==> config.mk <==
export PLATFORM = sky130hd
export DESIGN_NAME = fwd_match_scanner
export DESIGN_NICKNAME = d
export VERILOG_FILES = /design/src/rtl/fms_pkg.sv /design/src/rtl/fms_fetch.sv /design/src/rtl/fms_depth.sv /design/src/rtl/fms_result.sv /design/src/rtl/fwd_match_scanner.sv
export SDC_FILE = /design/constraint.sdc
export NUM_CORES = 1
export LEC_CHECK = 0
export BUFFER_PORTS_ARGS = -buffer_cell sky130_fd_sc_hd__buf_2
export CAP_MARGIN = 20
export CELL_PAD_IN_SITES_DETAIL_PLACEMENT = 2
export CELL_PAD_IN_SITES_GLOBAL_PLACEMENT = 2
export CORE_ASPECT_RATIO = 0.9
export CORE_MARGIN = 5
export CORE_UTILIZATION = 38
export CTS_BUF_LIST = sky130_fd_sc_hd__clkbuf_4 sky130_fd_sc_hd__clkbuf_8
export DETAILED_ROUTE_END_ITERATION = 8
export PLACE_DENSITY_LB_ADDON = 0.1
export SLEW_MARGIN = 20
export SYNTH_ARGS = -nofsm -noshare
export SYNTH_HDL_FRONTEND = slang
export SYNTH_HIERARCHICAL = 1
export SYNTH_SLANG_ARGS = --single-unit
export TNS_END_PERCENT = 20
==> constraint.sdc <==
create_clock -name clk -period 3.8 [get_ports clk]
set_input_delay 0.19 -clock clk [delete_from_list [all_inputs] [get_ports clk]]
set_output_delay 0.19 -clock clk [all_outputs]
set_load 0.005 [all_outputs]
==> src/rtl/fms_pkg.sv <==
package fms_pkg;

   typedef enum logic [1:0] {
      SYM_OTHER = 2'd0,
      SYM_OPEN  = 2'd1,
      SYM_CLOSE = 2'd2
   } sym_e;

endpackage

==> src/rtl/fms_fetch.sv <==
module fms_fetch #(
   parameter int ADDR_W    = 10,
   parameter int PROG_LAST = 1023,
   parameter int READ_LAT  = 1
) (
   input  logic              clk,
   input  logic              rst_n,
   input  logic              launch,
   input  logic [ADDR_W-1:0] launch_pc,
   input  logic              halt,
   output logic              busy,
   output logic              mem_re,
   output logic [ADDR_W-1:0] mem_addr,
   output logic              ev_valid,
   output logic [ADDR_W-1:0] ev_addr
);

   localparam logic [ADDR_W-1:0] LAST_A = ADDR_W'(PROG_LAST);

   logic [ADDR_W-1:0] nxt;
   logic              spent;
   logic              issue;

   assign issue    = busy && !spent;
   assign mem_re   = issue;
   assign mem_addr = nxt;

   always_ff @(posedge clk) begin
      if (!rst_n) begin
         busy  <= 1'b0;
         nxt   <= '0;
         spent <= 1'b0;
      end else if (launch) begin
         busy  <= 1'b1;
         nxt   <= launch_pc + 1'b1;
         spent <= 1'b0;
      end else if (halt) begin
         busy  <= 1'b0;
      end else if (issue) begin
         if (nxt == LAST_A) spent <= 1'b1;
         else               nxt   <= nxt + 1'b1;
      end
   end

   generate
      if (READ_LAT == 0) begin : g_comb_read
         assign ev_valid = issue;
         assign ev_addr  = nxt;
      end else begin : g_reg_read
         logic              pipe_v;
         logic [ADDR_W-1:0] pipe_a;
         always_ff @(posedge clk) begin
            if (!rst_n) begin
               pipe_v <= 1'b0;
               pipe_a <= '0;
            end else begin
               pipe_v <= issue && !halt && !launch;
               pipe_a <= nxt;
            end
         end
         assign ev_valid = pipe_v;
         assign ev_addr  = pipe_a;
      end
   endgenerate

endmodule

==> src/rtl/fms_depth.sv <==
module fms_depth
   import fms_pkg::*;
#(
   parameter int                 INSTR_W    = 8,
   parameter int                 DEPTH_W    = 11,
   parameter logic [INSTR_W-1:0] OPEN_CODE  = 8'h5B,
   parameter logic [INSTR_W-1:0] CLOSE_CODE = 8'h5D
) (
   input  logic               clk,
   input  logic               rst_n,
   input  logic               launch,
   input  logic               ev_valid,
   input  logic [INSTR_W-1:0] ev_data,
   output logic               hit
);

   localparam logic [DEPTH_W-1:0] ONE = DEPTH_W'(1);

   sym_e               sym;
   logic [DEPTH_W-1:0] depth;

   always_comb begin
      if (ev_data == OPEN_CODE)       sym = SYM_OPEN;
      else if (ev_data == CLOSE_CODE) sym = SYM_CLOSE;
      else                            sym = SYM_OTHER;
   end

   always_ff @(posedge clk) begin
      if (!rst_n) begin
         depth <= '0;
      end else if (launch) begin
         depth <= ONE;
      end else if (ev_valid) begin
         case (sym)
            SYM_OPEN:  depth <= depth + ONE;
            SYM_CLOSE: depth <= depth - ONE;
            default:   depth <= depth;
         endcase
      end
   end

   assign hit = ev_valid && (sym == SYM_CLOSE) && (depth == ONE);

endmodule

==> src/rtl/fms_result.sv <==
module fms_result #(
   parameter int ADDR_W    = 10,
   parameter int PROG_LAST = 1023
) (
   input  logic              clk,
   input  logic              rst_n,
   input  logic              accept,
   input  logic              bad_start,
   input  logic [ADDR_W-1:0] start_pc,
   input  logic              hit,
   input  logic              ev_valid,
   input  logic [ADDR_W-1:0] ev_addr,
   output logic              halt,
   output logic              done,
   output logic              err,
   output logic [ADDR_W:0]   target,
   output logic              cwr_en,
   output logic [ADDR_W-1:0] cwr_open,
   output logic [ADDR_W-1:0] cwr_close
);

   localparam logic [ADDR_W-1:0] LAST_A = ADDR_W'(PROG_LAST);

   logic [ADDR_W-1:0] origin;
   logic              tail;

   assign tail = ev_valid && !hit && (ev_addr == LAST_A);
   assign halt = hit || tail;

   always_ff @(posedge clk) begin
      if (!rst_n) begin
         origin    <= '0;
         done      <= 1'b0;
         err       <= 1'b0;
         target    <= '0;
         cwr_en    <= 1'b0;
         cwr_open  <= '0;
         cwr_close <= '0;
      end else begin
         done   <= hit || tail || bad_start;
         cwr_en <= hit;
         if (accept) origin <= start_pc;
         if (accept)    err <= bad_start;
         else if (tail) err <= 1'b1;
         if (hit) begin
            target    <= {1'b0, ev_addr} + 1'b1;
            cwr_open  <= origin;
            cwr_close <= ev_addr;
         end else if (tail || bad_start) begin
            target    <= '0;
         end
      end
   end

endmodule

==> src/rtl/fwd_match_scanner.sv <==
module fwd_match_scanner #(
   parameter int                 ADDR_W     = 10,
   parameter int                 INSTR_W    = 8,
   parameter int                 PROG_LAST  = 1023,
   parameter int                 READ_LAT   = 1,
   parameter logic [INSTR_W-1:0] OPEN_CODE  = 8'h5B,
   parameter logic [INSTR_W-1:0] CLOSE_CODE = 8'h5D
) (
   input  logic               clk,
   input  logic               rst_n,
   input  logic               start_i,
   input  logic [ADDR_W-1:0]  start_pc_i,
   output logic               busy_o,
   output logic               done_o,
   output logic               err_o,
   output logic [ADDR_W:0]    target_o,
   output logic               mem_re_o,
   output logic [ADDR_W-1:0]  mem_addr_o,
   input  logic [INSTR_W-1:0] mem_data_i,
   output logic               cwr_en_o,
   output logic [ADDR_W-1:0]  cwr_open_o,
   output logic [ADDR_W-1:0]  cwr_close_o
);

   localparam int                DEPTH_W = ADDR_W + 1;
   localparam logic [ADDR_W-1:0] LAST_A  = ADDR_W'(PROG_LAST);

   generate
      if (ADDR_W < 2) begin : g_chk_addr
         $error("ADDR_W must be at least 2");
      end
      if (READ_LAT != 0 && READ_LAT != 1) begin : g_chk_lat
         $error("READ_LAT must be 0 or 1");
      end
      if (PROG_LAST < 1 || PROG_LAST >= (1 << ADDR_W)) begin : g_chk_last
         $error("PROG_LAST must lie inside the address space");
      end
      if (OPEN_CODE == CLOSE_CODE) begin : g_chk_codes
         $error("OPEN_CODE and CLOSE_CODE must differ");
      end
   endgenerate

   logic              accept;
   logic              bad_start;
   logic              launch;
   logic              halt;
   logic              hit;
   logic              ev_valid;
   logic [ADDR_W-1:0] ev_addr;

   assign accept    = start_i && !busy_o;
   assign bad_start = accept && (start_pc_i >= LAST_A);
   assign launch    = accept && !bad_start;

   fms_fetch #(
      .ADDR_W    (ADDR_W),
      .PROG_LAST (PROG_LAST),
      .READ_LAT  (READ_LAT)
   ) u_fetch (
      .clk       (clk),
      .rst_n     (rst_n),
      .launch    (launch),
      .launch_pc (start_pc_i),
      .halt      (halt),
      .busy      (busy_o),
      .mem_re    (mem_re_o),
      .mem_addr  (mem_addr_o),
      .ev_valid  (ev_valid),
      .ev_addr   (ev_addr)
   );

   fms_depth #(
      .INSTR_W    (INSTR_W),
      .DEPTH_W    (DEPTH_W),
      .OPEN_CODE  (OPEN_CODE),
      .CLOSE_CODE (CLOSE_CODE)
   ) u_depth (
      .clk      (clk),
      .rst_n    (rst_n),
      .launch   (launch),
      .ev_valid (ev_valid),
      .ev_data  (mem_data_i),
      .hit      (hit)
   );

   fms_result #(
      .ADDR_W    (ADDR_W),
      .PROG_LAST (PROG_LAST)
   ) u_result (
      .clk       (clk),
      .rst_n     (rst_n),
      .accept    (accept),
      .bad_start (bad_start),
      .start_pc  (start_pc_i),
      .hit       (hit),
      .ev_valid  (ev_valid),
      .ev_addr   (ev_addr),
      .halt      (halt),
      .done      (done_o),
      .err       (err_o),
      .target    (target_o),
      .cwr_en    (cwr_en_o),
      .cwr_open  (cwr_open_o),
      .cwr_close (cwr_close_o)
   );

endmodule

Word level (Yosys, flattened, before mapping)
Cells that the tools add are included.
{ "op_classes": {"addsub": 5, "order_cmp": 1, "eq_ne": 9, "muxes": 15, "bitwise_logic": 2, "n_reduce_logical": 31} }
{ "op_table": {"columns": ["op", "count"], "rows": [
  ["2-to-1 mux 10 bit", 4],
  ["2-to-1 mux 11 bit", 2],
  ["one-hot mux 11 bit (2 select lines)", 1],
  ["adder 10 x 1 -> 10 bit (second input constant)", 2],
  ["== test 10 bit (second input constant)", 2],
  ["== test 8 x 7 -> 1 bit (second input constant)", 2],
  ["nonzero test 2 bit", 6],
  ["adder 10 x 1 -> 11 bit (second input constant)", 1],
  ["adder 11 x 1 -> 11 bit (second input constant)", 1],
  ["== test 11 x 1 -> 1 bit (second input constant)", 1],
  ["subtractor 11 x 1 -> 11 bit (second input constant)", 1],
  ["greater-or-equal comparator 10 bit (second input constant)", 1],
  ["logical AND 1 bit", 10],
  ["logical NOT 1 bit", 6],
  ["2-to-1 mux 1 bit", 6],
  ["AND reduction 3 bit", 2],
  ["2-to-1 mux 2 bit", 2],
  ["!= test 2 x 1 -> 1 bit (second input constant)", 2],
  ["AND reduction 2 bit", 2],
  ["logical OR 1 bit", 3],
  ["nonzero test 3 bit", 1],
  ["== test 2 x 1 -> 1 bit (second input constant)", 1],
  ["== test 2 bit (second input constant)", 1],
  ["inverter 1 bit", 2],
  ["OR reduction 2 bit", 1]
]} }
{ "word_totals": {"register_bits": 78, "inputBits": 21, "out_inout_bits": 46, "wordCells": 77} }

Depth between registers and ports, before layout
Gate-level depths: netlist (run 1).
{ "depth": {"depth_word": 13, "depth_mapped": 13, "depth_no_buf": 11} }

By module
The synthesis (run 1) kept the hierarchy.
{ "by_module_without_submodules": {"columns": ["mod", "instances", "cells_each", "area_per_inst_um2", "seq_area_each_um2"], "rows": [
  ["fms_result", 1, 161, 1701.6, 880.8],
  ["fms_fetch", 1, 129, 1178.6, 460.4],
  ["fms_depth", 1, 99, 792.0, 220.2],
  ["fwd_match_scanner", 1, 7, 55.1, 0.0]
]} }

Worst setup path after synthesis (run 1)
No wires, ideal clock.
{ "synth_path": {"path_kind": "register -> register", "start": "register u_depth.depth[4]", "end": "register u_fetch.nxt[8] (netlist: u_fetch/mem_addr[8])", "setup_time_ns": 0.079, "arrival_ns": 2.529, "required_ns": 3.721, "setup_slack_ns": 1.191, "stages_incl_launch_ff": 12, "n_path_buf": 3, "period_less_slack_ns": 2.609, "cell_sequence": "dfxtp_1 -> or4_4 -> nor3_1 -> clkbuf_8 -> buf_2 -> or2_2 -> nor2b_1 -> and2_1 -> buf_2 -> nand4_2 -> mux2_4 -> a211oi_2"} }
{ "synth_between": {"elab_chain_cells": 8} }
{ "synth_lines": {"columns": ["item", "line", "text"], "rows": [
  ["start: declaration", "fms_depth.sv:20", "logic [DEPTH_W-1:0] depth;"],
  ["start signal: assignment", "fms_depth.sv:35", "SYM_OPEN: depth <= depth + ONE;"],
  ["start signal: assignment", "fms_depth.sv:36", "SYM_CLOSE: depth <= depth - ONE;"],
  ["start signal: assignment", "fms_depth.sv:37", "default: depth <= depth;"],
  ["== test 11 x 1 -> 1 bit *", "fms_depth.sv:42", "assign hit = ev_valid && (sym == SYM_CLOSE) && (depth == ONE);"],
  ["logical AND 1 bit *", "fms_depth.sv:42", null],
  ["net hit", "fwd_match_scanner.sv:47", "logic hit;"],
  ["logical NOT 1 bit", "fms_result.sv:27", "assign tail = ev_valid && !hit && (ev_addr == LAST_A);"],
  ["logical AND 1 bit (2 in series)", "fms_result.sv:27", null],
  ["logical OR 1 bit *", "fms_result.sv:28", "assign halt = hit || tail;"],
  ["net halt", "fwd_match_scanner.sv:46", "logic halt;"],
  ["!= test 2 x 1 -> 1 bit (no source line) *", null, null],
  ["AND reduction 3 bit (no source line) *", null, null],
  ["end signal: assignment", "fms_fetch.sv:35", "nxt <= launch_pc + 1'b1;"],
  ["end signal: assignment", "fms_fetch.sv:41", "else nxt <= nxt + 1'b1;"],
  ["end: declaration", "fms_fetch.sv:20", "logic [ADDR_W-1:0] nxt;"]
]} }
Mark *: on every way through the listed nets, which the timed path passes. The rest lies on a longest branch.
A chain may end at the register's enable or synchronous reset.

Worst setup path in the final report (run 1)
{ "layout_path": {"start": "register u_fetch.busy", "end": "register u_fetch.nxt[8] (netlist: u_fetch/mem_addr[8])"} }
{ "layout_between": {"elab_chain_cells": 7, "word_cells_on_any_way": 11, "classes_between": "2 x eq/ne; 1 x mux; 8 x reduce/logical"} }
{ "layout_lines": {"columns": ["item", "line", "text"], "rows": [
  ["start: declaration", "fms_fetch.sv:11", "output logic busy,"],
  ["start signal: assignment", "fms_fetch.sv:30", "busy <= 1'b0;"],
  ["start signal: assignment", "fms_fetch.sv:34", "busy <= 1'b1;"],
  ["start signal: assignment", "fms_fetch.sv:38", "busy <= 1'b0;"],
  ["logical NOT 1 bit *", "fwd_match_scanner.sv:51", "assign accept = start_i && !busy_o;"],
  ["logical AND 1 bit *", "fwd_match_scanner.sv:51", null],
  ["net accept", "fwd_match_scanner.sv:43", "logic accept;"],
  ["logical AND 1 bit", "fwd_match_scanner.sv:52", "assign bad_start = accept && (start_pc_i >= LAST_A);"],
  ["logical NOT 1 bit", "fwd_match_scanner.sv:53", "assign launch = accept && !bad_start;"],
  ["logical AND 1 bit *", "fwd_match_scanner.sv:53", null],
  ["net launch", "fwd_match_scanner.sv:45", "logic launch;"],
  ["!= test 2 x 1 -> 1 bit (no source line) or nonzero test 2 bit (tied branches)", null, null],
  ["AND reduction 3 bit (no source line)", null, null]
]} }
Marks and branches as above.

==> results of run 1 <==
[cell families after synthesis]
group | after synthesis | synth area share [%]
mux | 35 | 9.57
xor+xnor | 30 | 7.05
buf+inv | 31 | 3.89
simple gates | 156 | 24.3
flops | 78 | 41.9
fa+ha+maj | 5 | 1.68
compound gates | 61 | 11.6
[registers in the layout, summed over array words and instances (netlist names)]
| name | count |
|---|---|
| u_depth/depth | 11 |
| u_fetch/busy | 1 |
| u_fetch/ev_addr | 10 |
| u_fetch/ev_valid | 1 |
| u_fetch/mem_addr | 10 |
| u_fetch/spent | 1 |
| u_result/cwr_close | 10 |
| u_result/cwr_en | 1 |
| u_result/cwr_open | 10 |
| u_result/done | 1 |
| u_result/err | 1 |
| u_result/origin | 10 |
| u_result/target | 11 |
[final timing paths]
path,start,to,slack (ns),depth (start not counted)
min reg2reg,u_result/target[6]$_SDFFE_PN0P_,u_result/target[6]$_SDFFE_PN0P_,0.48,2
max reg2reg,u_fetch/busy$_SDFFE_PN0P_,u_fetch/mem_addr[8]$_SDFFE_PN0P_,0.92,9
max,u_fetch/busy$_SDFFE_PN0P_,u_fetch/mem_addr[8]$_SDFFE_PN0P_,0.92,9
min,start_pc_i[9],u_result/origin[9]$_SDFFE_PN0P_,0.16,3
[power groups by stage]
| stage | clock (mW) | sequential [mW] | combinational [mW] |
|---|---|---|---|
| 5_1_grt | 0.653 | 0.884 | 0.187 |
| 3_5_place_dp | 0 | 0.898 | 0.170 |
| 6_report | 0.597 | 0.878 | 0.170 |
| 3_3_place_gp | 0 | 0.898 | 0.164 |
| 4_1_cts | 0.623 | 0.879 | 0.172 |
| 2_1_floorplan | 0 | 0.885 | 0.109 |
[per-stage QoR]
step	cell area, um^2	util (%)	worst slack [ns]	hold WS (ns)	instances
3_3_place_gp	4150	43.1	1.08	0.455	573
2_1_floorplan	3730	-	1.19	0.307	396
3_5_place_dp	4150	43.1	0.970	0.468	573
5_1_grt	4340	45.1	0.745	0.169	589
6_report	4340	45.1	0.922	0.161	589
4_1_cts	4340	45.1	0.933	0.140	589
[critical path, delay by kind of cell, from the launching register on]
kind,cells,cell delay [ns]
mux,1,0.34
compound gates,3,0.81
buf+inv,2,0.79
flops,1,0.35
simple gates,3,0.51
[final cells by class]
cell class | instances | area [um^2] | share of cell area [%]
clock buffers | 12 | 159 | 3.67
well taps | 126 | 158 | 3.64
inverters | 13 | 48.8 | 1.13
repair buffers | 69 | 353 | 8.14
flip-flops and latches | 78 | 1560 | 36.0
multi-input cells | 287 | 2030 | 46.7
clock inverters | 4 | 30.0 | 0.693
[cell usage after synthesis (6+ instances only)]
library cell  count  area, um^2
nand4_1          11        68.8
nand2_1          20        75.1
nor2b_1           7        43.8
xnor2_1          20         175
nor2_1           53         199
a21oi_1          17        85.1
a22o_1            7        61.3
nand3_1           7        35.0
o21ai_0           9        45.0
dfxtp_1          78        1560
xor2_1           10        87.6
and2_1           13        81.3
mux2i_1          33         330
inv_1            11        41.3
clkbuf_1          8        30.0
a211oi_1          6        45.0
[routing by layer]
| metal | up-vias | global-route usage (%) | part of all wire, % |
|---|---|---|---|
| li1 | 1527 | - | - |
| met2 | 67 | 30.9 | 46 |
| met4 | 0 | 4.66 | 1.2 |
| met1 | 1538 | 25.4 | 48 |
| met3 | 11 | 4.48 | 4.8 |
| met5 | - | 0 | 0 |
==> results.md, run 1 <==
- RSZ-0062 raised after global routing: false
- Worst Path Max Fanout: 32
- Drt wl/cell: about 19 um
- Initial antenna violation count: 0
- Post-Syn Area per Cell: about 9.4 um^2
- Leakage: roughly 1.8 nW
- CTS tree: done
- # fillers: around 1.1k
- Fmax: 347 MHz
- Flip-flop and latch count after synthesis: between 70 and 80
- First-pass GRT wire length: ~18 mm
- Total CTS buffers: 9
- Hold-fix buffer count after cts: 0
- Post-Syn Nets: around 420
- Initial DRC Count: 87
- Final hold violations: 0
- Net Switching: between 400 and 500 uW
- Tot GR Track Use: 19.1%
- Final Cycle Share: between 70% and 80%
- Max stage delay cell, worst path: inv_1
- Measured slew at the worst slew-check pin: slightly below 0.6 ns
- Post_cts resized: 0
- Clk buf depth: 2
- Skew-Pair Late Insertion Delay: ~0.35 ns
- Max H-tree Level: 3
- Final layout net count: between 400 and 500
- Number of synthesized flops with an enable pin: 0
- Clk Tree Root Cell: clkbuf_8
- Cell area after synthesis: about 3700 um^2
- Antenna diodes: 0
- Detail Placement HPWL: about 8 mm
- Via-per-instance ratio: about 5.3
- PwrDens: ~380 nW/um^2
- Layout cells sized above 1: a little under a quarter
- Cell variety after synth: between 60 and 70
- Crit path required time: about 4.1 ns
- Initial DRT Pass Iterations: 4
- Core Rows: 34
- Clock power frac: a little over a third
- GPL Wtd Cong: around 0.8
- Min cycle time layout: around 2.9 ns
- GRT overflow: 0
- Maximum vdd drop: approximately 160 uV
- Reg power frac: around 53%
- Via count: 3143
- Ys Warns: 6
- Worst slew margin relative to its limit: 60.7%
- Mapped Cells: approximately 400
- Clock Skew: 0.00591 ns
- Commonest non-fill, non-tap cells in the layout: dfxtp_1, buf_2, nor2_1
- HP Class: primary input to flip-flop
- Switch share: a little over a quarter
- Initial core utilization: 38.8%
- Post-synth top flop: dfxtp_1
- Vias in the first global route: around 3.5k
- Status: complete, no violations
- Die width: ~110 um
- Cell Chain, Critical Path: nand2b_4 -> inv_1 -> o31a_1 -> buf_4 -> nand4_1 -> a22oi_2 -> nand4_2 -> mux2_4 -> a211oi_2
- Async set-reset flop share out of synthesis: 0%
- Final Slew Violations: 0
- IO buf count: 66
- Final setup vio count: 0
- CP Launch Type: flip-flop
- Worst-path clk slew: approximately 0.08 ns
- Crit-path max cell delay: around 0.42 ns
- Final ANT Viol Nets: 0
- Post-CTS Setup Inserts: 0
- Max-Cap Viols: 0
- Comb power frac: about a tenth
- Area grow syn2layout: 16.3%
- Top-level I/O count: 67
- Crit Path Category: flip-flop to flip-flop
- Die area: around 12000 um^2
- CP endpoint kind: flip-flop
- Register area share after synthesis: between 40% and 50%
- Routed wire length: between 10 and 15 mm
- Core area: between 9000 and 10000 um^2
- PnR Total Power: 1.65 mW
- DRC errors left: 0
- Setup TNS Final: 0 ns
- Die height: between 100 and 150 um
- Most common cell after layout, fill and taps aside: dfxtp_1
- Clk sinks: 78
- Largest net degree at the start of global routing: 33
- Pint: between 1 and 1.5 mW
- Worst EP arrival: about 3.2 ns
No activity file was read; power rests on OpenSTA's default activity.
==> run 2: changes to the inputs <==
CORE_UTILIZATION = 35   (was 38)
clock period = 2.9 ns   (was 3.8 ns; I/O delays follow)
==> results.md, run 2 (synthesis gave the netlist of run 1 again) <==
- Setup ws final: a little under 0.3 ns
- Largest net degree at the start of global routing: 33
- Detail Placement HPWL: 8.17 mm
- Leakage: roughly 1.8 nW
- Most common cell after layout, fill and taps aside: dfxtp_1
- CP endpoint kind: flip-flop
- RSZ-0062 raised after global routing: false
- Net Switching: between 500 and 600 uW
- Maximum vdd drop: 284 uV
- Post-CTS Setup Inserts: 0
- First-pass GRT wire length: about 18 mm
- Final hold violations: 0
- Max stage delay cell, worst path: dfxtp_1
- Crit path required time: 3.17 ns
- DRC errors left: 0
- Worst EP arrival: 2.88 ns
- Die height: approximately 110 um
- Total CTS buffers: 9
- Antenna diodes: 0
- Routed wire length: around 11 mm
- Commonest non-fill, non-tap cells in the layout: dfxtp_1, buf_2, nor2_1
- Min cycle time layout: 2.61 ns
- CTS tree: done
- Hold Path Depth: 3
- Clk sinks: 78
- Worst path depth: 10
- Setup TNS Final: 0 ns
- Via count: approximately 3.2k
- Layout Cells excl Fill: 592
- Hold-fix buffer count after cts: 0
- Drt wl/cell: ~19 um
- Initial DRC Count: 142
- Worst R2R Start: u_depth/depth[1]$_SDFFE_PP0P_
- Initial DRT Pass Iterations: 4
- Fmax: around 380 MHz
- Final layout net count: roughly 490
- Hold path startpoint: start_pc_i[9]
- Worst Path Max Fanout: 10
- Crit Path Category: flip-flop to flip-flop
- Reg power frac: between 50 and 60%
- Die width: between 100 and 150 um
- Worst Reg-to-Reg Cells: 10
- Hold EP: u_result/origin[9]$_SDFFE_PN0P_
- GRT overflow: 0
- Max H-tree Level: 3
- GPL Wtd Cong: between 0.8 and 0.9
- Max-Cap Viols: 0
- Switch share: between 20% and 30%
- Biggest regs: u_depth/depth: 11 flops, u_result/target: 11 flops
- Status: complete, no violations
- Core Rows: 35
- PwrDens: roughly 490 nW/um^2
- Measured slew at the worst slew-check pin: between 0.5 and 0.6 ns
- Final Cycle Share: 89.9%
- Tot GR Track Use: roughly 18%
- Final ANT Viol Nets: 0
- Die area: roughly 13000 um^2
- Worst-path clk slew: about 0.08 ns
- Clock power frac: between 30% and 40%
- Top-level I/O count: 67
- Layout cells sized above 1: 22.9%
- Top delay family on crit path: simple AND/OR/NAND/NOR gates
- Initial core utilization: 36.1%
- Clk buf depth: 2
- CP Launch Type: flip-flop
- Final Slew Violations: 0
- Skew-Pair Late Insertion Delay: around 0.35 ns
- Crit-path max cell delay: ~0.45 ns
- Final setup vio count: 0
- HP Class: primary input to flip-flop
- Initial antenna violation count: 0
- Hold slack: roughly 0.11 ns
- Place WS: ~0.36 ns
- Post_cts resized: 0
- IO buf count: 66
- Core area: approximately 10000 um^2
- Area grow syn2layout: 15.9%
- Pint: roughly 1.5 mW
- Worst slew margin relative to its limit: 60.9%
- Clock Skew: between 0.006 and 0.007 ns
- R2R Setup Slk: 0.29 ns
- CP Buf/Inv Count: 1
- RR Endpoint: u_fetch/mem_addr[8]$_SDFFE_PN0P_
- # placed instances: around 580
- Vias in the first global route: approximately 3.5k
- Comb power frac: between 10% and 20%
- Cell Chain, Critical Path: inv_1 -> ha_1 -> nand4b_1 -> nor3_2 -> or2_2 -> nor2b_1 -> and2_1 -> nand4_2 -> mux2_4 -> a211oi_2
- Clk Tree Root Cell: clkbuf_8
- Via-per-instance ratio: around 5.4
==> run 2: power by group through the flow <==
stage | combinational [mW] | sequential (mW) | clock [mW]
after CTS | 0.228 | 1.15 | 0.759
final | 0.225 | 1.15 | 0.725
after floorplan | 0.142 | 1.16 | 0
after global routing | 0.249 | 1.16 | 0.798
after detailed placement | 0.226 | 1.18 | 0
after global placement | 0.220 | 1.18 | 0
==> run 2: how the worst max path moves through the flow <==
stage	from	endpoint	slack [ns]
global route	u_depth/depth[1]$_SDFFE_PP0P_	u_fetch/mem_addr[8]$_SDFFE_PN0P_	0.13
CTS	u_depth/depth[1]$_SDFFE_PP0P_	u_fetch/mem_addr[8]$_SDFFE_PN0P_	0.33
detailed placement	u_depth/depth[1]$_SDFFE_PP0P_	u_fetch/mem_addr[8]$_SDFFE_PN0P_	0.36
global placement	u_fetch/ev_addr[0]$_SDFF_PN0_	u_fetch/mem_addr[8]$_SDFFE_PN0P_	0.43
finish	u_depth/depth[1]$_SDFFE_PP0P_	u_fetch/mem_addr[8]$_SDFFE_PN0P_	0.29
floorplan	u_depth/depth[4]$_SDFFE_PP0P_	u_fetch/mem_addr[8]$_SDFFE_PN0P_	0.29
==> run 2: layout make-up <==
cell class | count | area (um^2)
Tap cell | 129 | 161
Inverter | 13 | 48.8
Clock inverter | 6 | 40.0
Multi-Input combinational cell | 287 | 2030
Fill cell | 1171 | 6010
Sequential cell | 78 | 1560
Timing Repair Buffer | 70 | 360
Clock buffer | 9 | 124
==> run 2: stage by stage <==
stage / util, % / total power, mW / area, um^2
6_report: 41.8 / 2.10 / 4320
5_1_grt: 41.8 / 2.20 / 4320
4_1_cts: 41.8 / 2.14 / 4320
3_5_place_dp: 40.2 / 1.40 / 4160
3_3_place_gp: 40.2 / 1.40 / 4160
2_1_floorplan: - / 1.30 / 3730
==> run 2: metal layers <==
layer  vias up  wire length (um)  part of all wire (%)  global-route usage [%]
met5         -                 0                     0                       0
met4         0               149                   1.3                    5.21
met3        14               517                   4.7                    4.41
met2        71              5080                    46                    29.9
met1      1576              5330                    48                    23.0
li1       1525                 -                     -                       -
==> run 2: worst register-to-register path, cell delays in order, from the launching register on <==
cell      delay, ns
dfxtp_1        0.45
inv_1          0.10
ha_1           0.18
nand4b_1       0.10
nor3_2         0.07
or2_2          0.31
nor2b_1        0.19
and2_1         0.45
nand4_2        0.17
mux2_4         0.33
a211oi_2       0.19
==> run 3: changes to the inputs <==
CORE_UTILIZATION = 32   (was 35)
clock period = 2.1 ns   (was 2.9 ns; I/O delays follow)
==> results.md, run 3 (synthesis gave the netlist of run 1 again) <==
- Initial core utilization: 32.6%
- Final hold violations: 0
- Biggest regs: u_depth/depth: 11 flops, u_result/target: 11 flops
- Hold path startpoint: start_pc_i[9]
- Core Rows: 37
- Most common cell after layout, fill and taps aside: dfxtp_1
- Commonest non-fill, non-tap cells in the layout: dfxtp_1, buf_2, buf_4
- Core area: approximately 11000 um^2
- CP Buf/Inv Count: 3
- CP Launch Type: flip-flop
- Worst-path clk slew: 0.08 ns
- Initial DRC Count: roughly 160
- Tot GR Track Use: 18.5%
- Fmax: between 400 and 500 MHz
- Max stage delay cell, worst path: dfxtp_2
- Detail Placement HPWL: approximately 9.5 mm
- Total CTS buffers: 9
- Clk buf depth: 2
- Final setup vio count: 3
- Skew-Pair Late Insertion Delay: roughly 0.36 ns
- CTS tree: done
- GRT overflow: 0
- Setup ws final: -0.0262 ns
- Final Slew Violations: 0
- Final ANT Viol Nets: 0
- Antenna diodes: 0
- Routed wire length: between 10 and 15 mm
- Measured slew at the worst slew-check pin: 0.537 ns
- Maximum vdd drop: 341 uV
- DRC errors left: 0
- Area grow syn2layout: 31.6%
- Worst EP arrival: 2.41 ns
- Crit path required time: approximately 2.4 ns
- Failing checks: negative setup slack
- Worst Reg-to-Reg Cells: 11
- Initial DRT Pass Iterations: 4
- Min cycle time layout: 2.13 ns
- Die width: 124 um
- # fillers: 1283
- Worst slew margin relative to its limit: between 60% and 70%
- Vias in the first global route: roughly 3.7k
- Initial antenna violation count: 0
- IO buf count: 66
- Setup TNS Final: -0.0381 ns
- Worst setup path startpoint: u_fetch/busy$_SDFFE_PN0P_
- R2R Setup Slk: -0.03 ns
- Via-per-instance ratio: roughly 5.0
- Worst Path Max Fanout: 4
- Clk sinks: 78
- CP endpoint kind: flip-flop
- Clock Skew: between 0.01 and 0.015 ns
- Max-Cap Viols: 0
- Worst R2R Start: u_fetch/busy$_SDFFE_PN0P_
- Max H-tree Level: 3
- Crit Path Category: flip-flop to flip-flop
- PwrDens: 617 nW/um^2
- Layout cells sized above 1: 34.6%
- Fin util: a little over two fifths
- Final Cycle Share: 101%
- Cell Chain, Critical Path: nand2b_4 -> inv_2 -> o31a_1 -> buf_6 -> mux2_4 -> ha_4 -> inv_2 -> nor2_4 -> nand4_4 -> mux2_4 -> a211oi_2
- First-pass GRT wire length: approximately 20 mm
- Largest net degree at the start of global routing: 33
- Die area: between 10000 and 15000 um^2
- Drt wl/cell: between 15 and 20 um
- HP Class: primary input to flip-flop
- Leakage: approximately 2.1 nW
- Via count: between 3k and 4k
- Die height: between 100 and 150 um
- Top-level I/O count: 67
- Clk Tree Root Cell: clkbuf_8
- Hold EP: u_result/origin[9]$_SDFFE_PN0P_
- Status: finished with violations
- GPL Wtd Cong: about 0.9
- Hold Path Depth: 4
- Top delay family on crit path: multiplexers
- RSZ-0062 raised after global routing: true
- Crit-path max cell delay: approximately 0.33 ns
- RR Endpoint: u_fetch/mem_addr[8]$_SDFFE_PN0P_
- Final layout net count: 544
-- run 3: worst max-delay path by stage --
stage / endpoint / depth (start not counted) / slack, ns
4_1_cts: u_result/target[1]$_SDFFE_PN0P_ / 7 / -0.03
3_3_place_gp: u_fetch/mem_addr[8]$_SDFFE_PN0P_ / 9 / -0.15
3_5_place_dp: u_fetch/mem_addr[8]$_SDFFE_PN0P_ / 9 / -0.30
6_report: u_fetch/mem_addr[8]$_SDFFE_PN0P_ / 11 / -0.03
5_1_grt: u_fetch/mem_addr[8]$_SDFFE_PN0P_ / 11 / -0.12
2_1_floorplan: u_fetch/mem_addr[8]$_SDFFE_PN0P_ / 11 / -0.24
-- run 3: tightest hold or removal path: cells and delay by family --
| kind | cells | cell delay (ns) |
|---|---|---|
| buffers and inverters | 2 | 0.20 |
| multiplexers | 1 | 0.06 |
| AND/OR/NAND/NOR | 1 | 0.07 |
-- run 3: area by class of cell --
cell class	count	area (um^2)	share of cell area, %
Clock buffer	9	124	2.52
Sequential cell	78	1570	31.9
Tap cell	156	195	3.98
Multi-Input combinational cell	287	2110	43.0
Timing Repair Buffer	129	815	16.6
Clock inverter	7	47.5	0.969
Inverter	13	48.8	0.995
-- run 3: what timing repair did --
| item | 4_1_cts | 5_1_grt |
|---|---|---|
| resized for setup | 10 | 5 |
| pin swaps | 1 | 4 |
| hold buffers | 0 | 0 |
| endpoints found under the setup margin | 24 | 21 |
| setup buffers | 0 | 2 |
-- run 3: stage by stage --
stage | setup WS, ns | hold slack (ns) | cell area, um^2 | cells | total power, mW
2_1_floorplan | -0.241 | 0.222 | 3800 | 396 | 1.81
3_3_place_gp | -0.146 | 0.449 | 4670 | 661 | 2.01
3_5_place_dp | -0.296 | 0.452 | 4670 | 661 | 2.03
4_1_cts | -0.0275 | 0.101 | 4870 | 677 | 3.08
5_1_grt | -0.119 | 0.133 | 4910 | 679 | 3.19
6_report | -0.0262 | 0.121 | 4910 | 679 | 3.03
-- run 3: report_power, final --
part           internal [mW]  switching, mW  total (mW)
Combinational          0.206          0.231       0.437
Sequential              1.53         0.0417        1.57
Clock                  0.431          0.591        1.02
-- run 3: layer usage --
| layer | global-route usage, % | vias to the layer above | wire length, um |
|---|---|---|---|
| met5 | 0 | - | 0 |
| met4 | 4.87 | 0 | 131 |
| met3 | 3.88 | 10 | 439 |
| met2 | 31.0 | 73 | 5900 |
| met1 | 24.0 | 1676 | 5720 |
| li1 | - | 1651 | - |
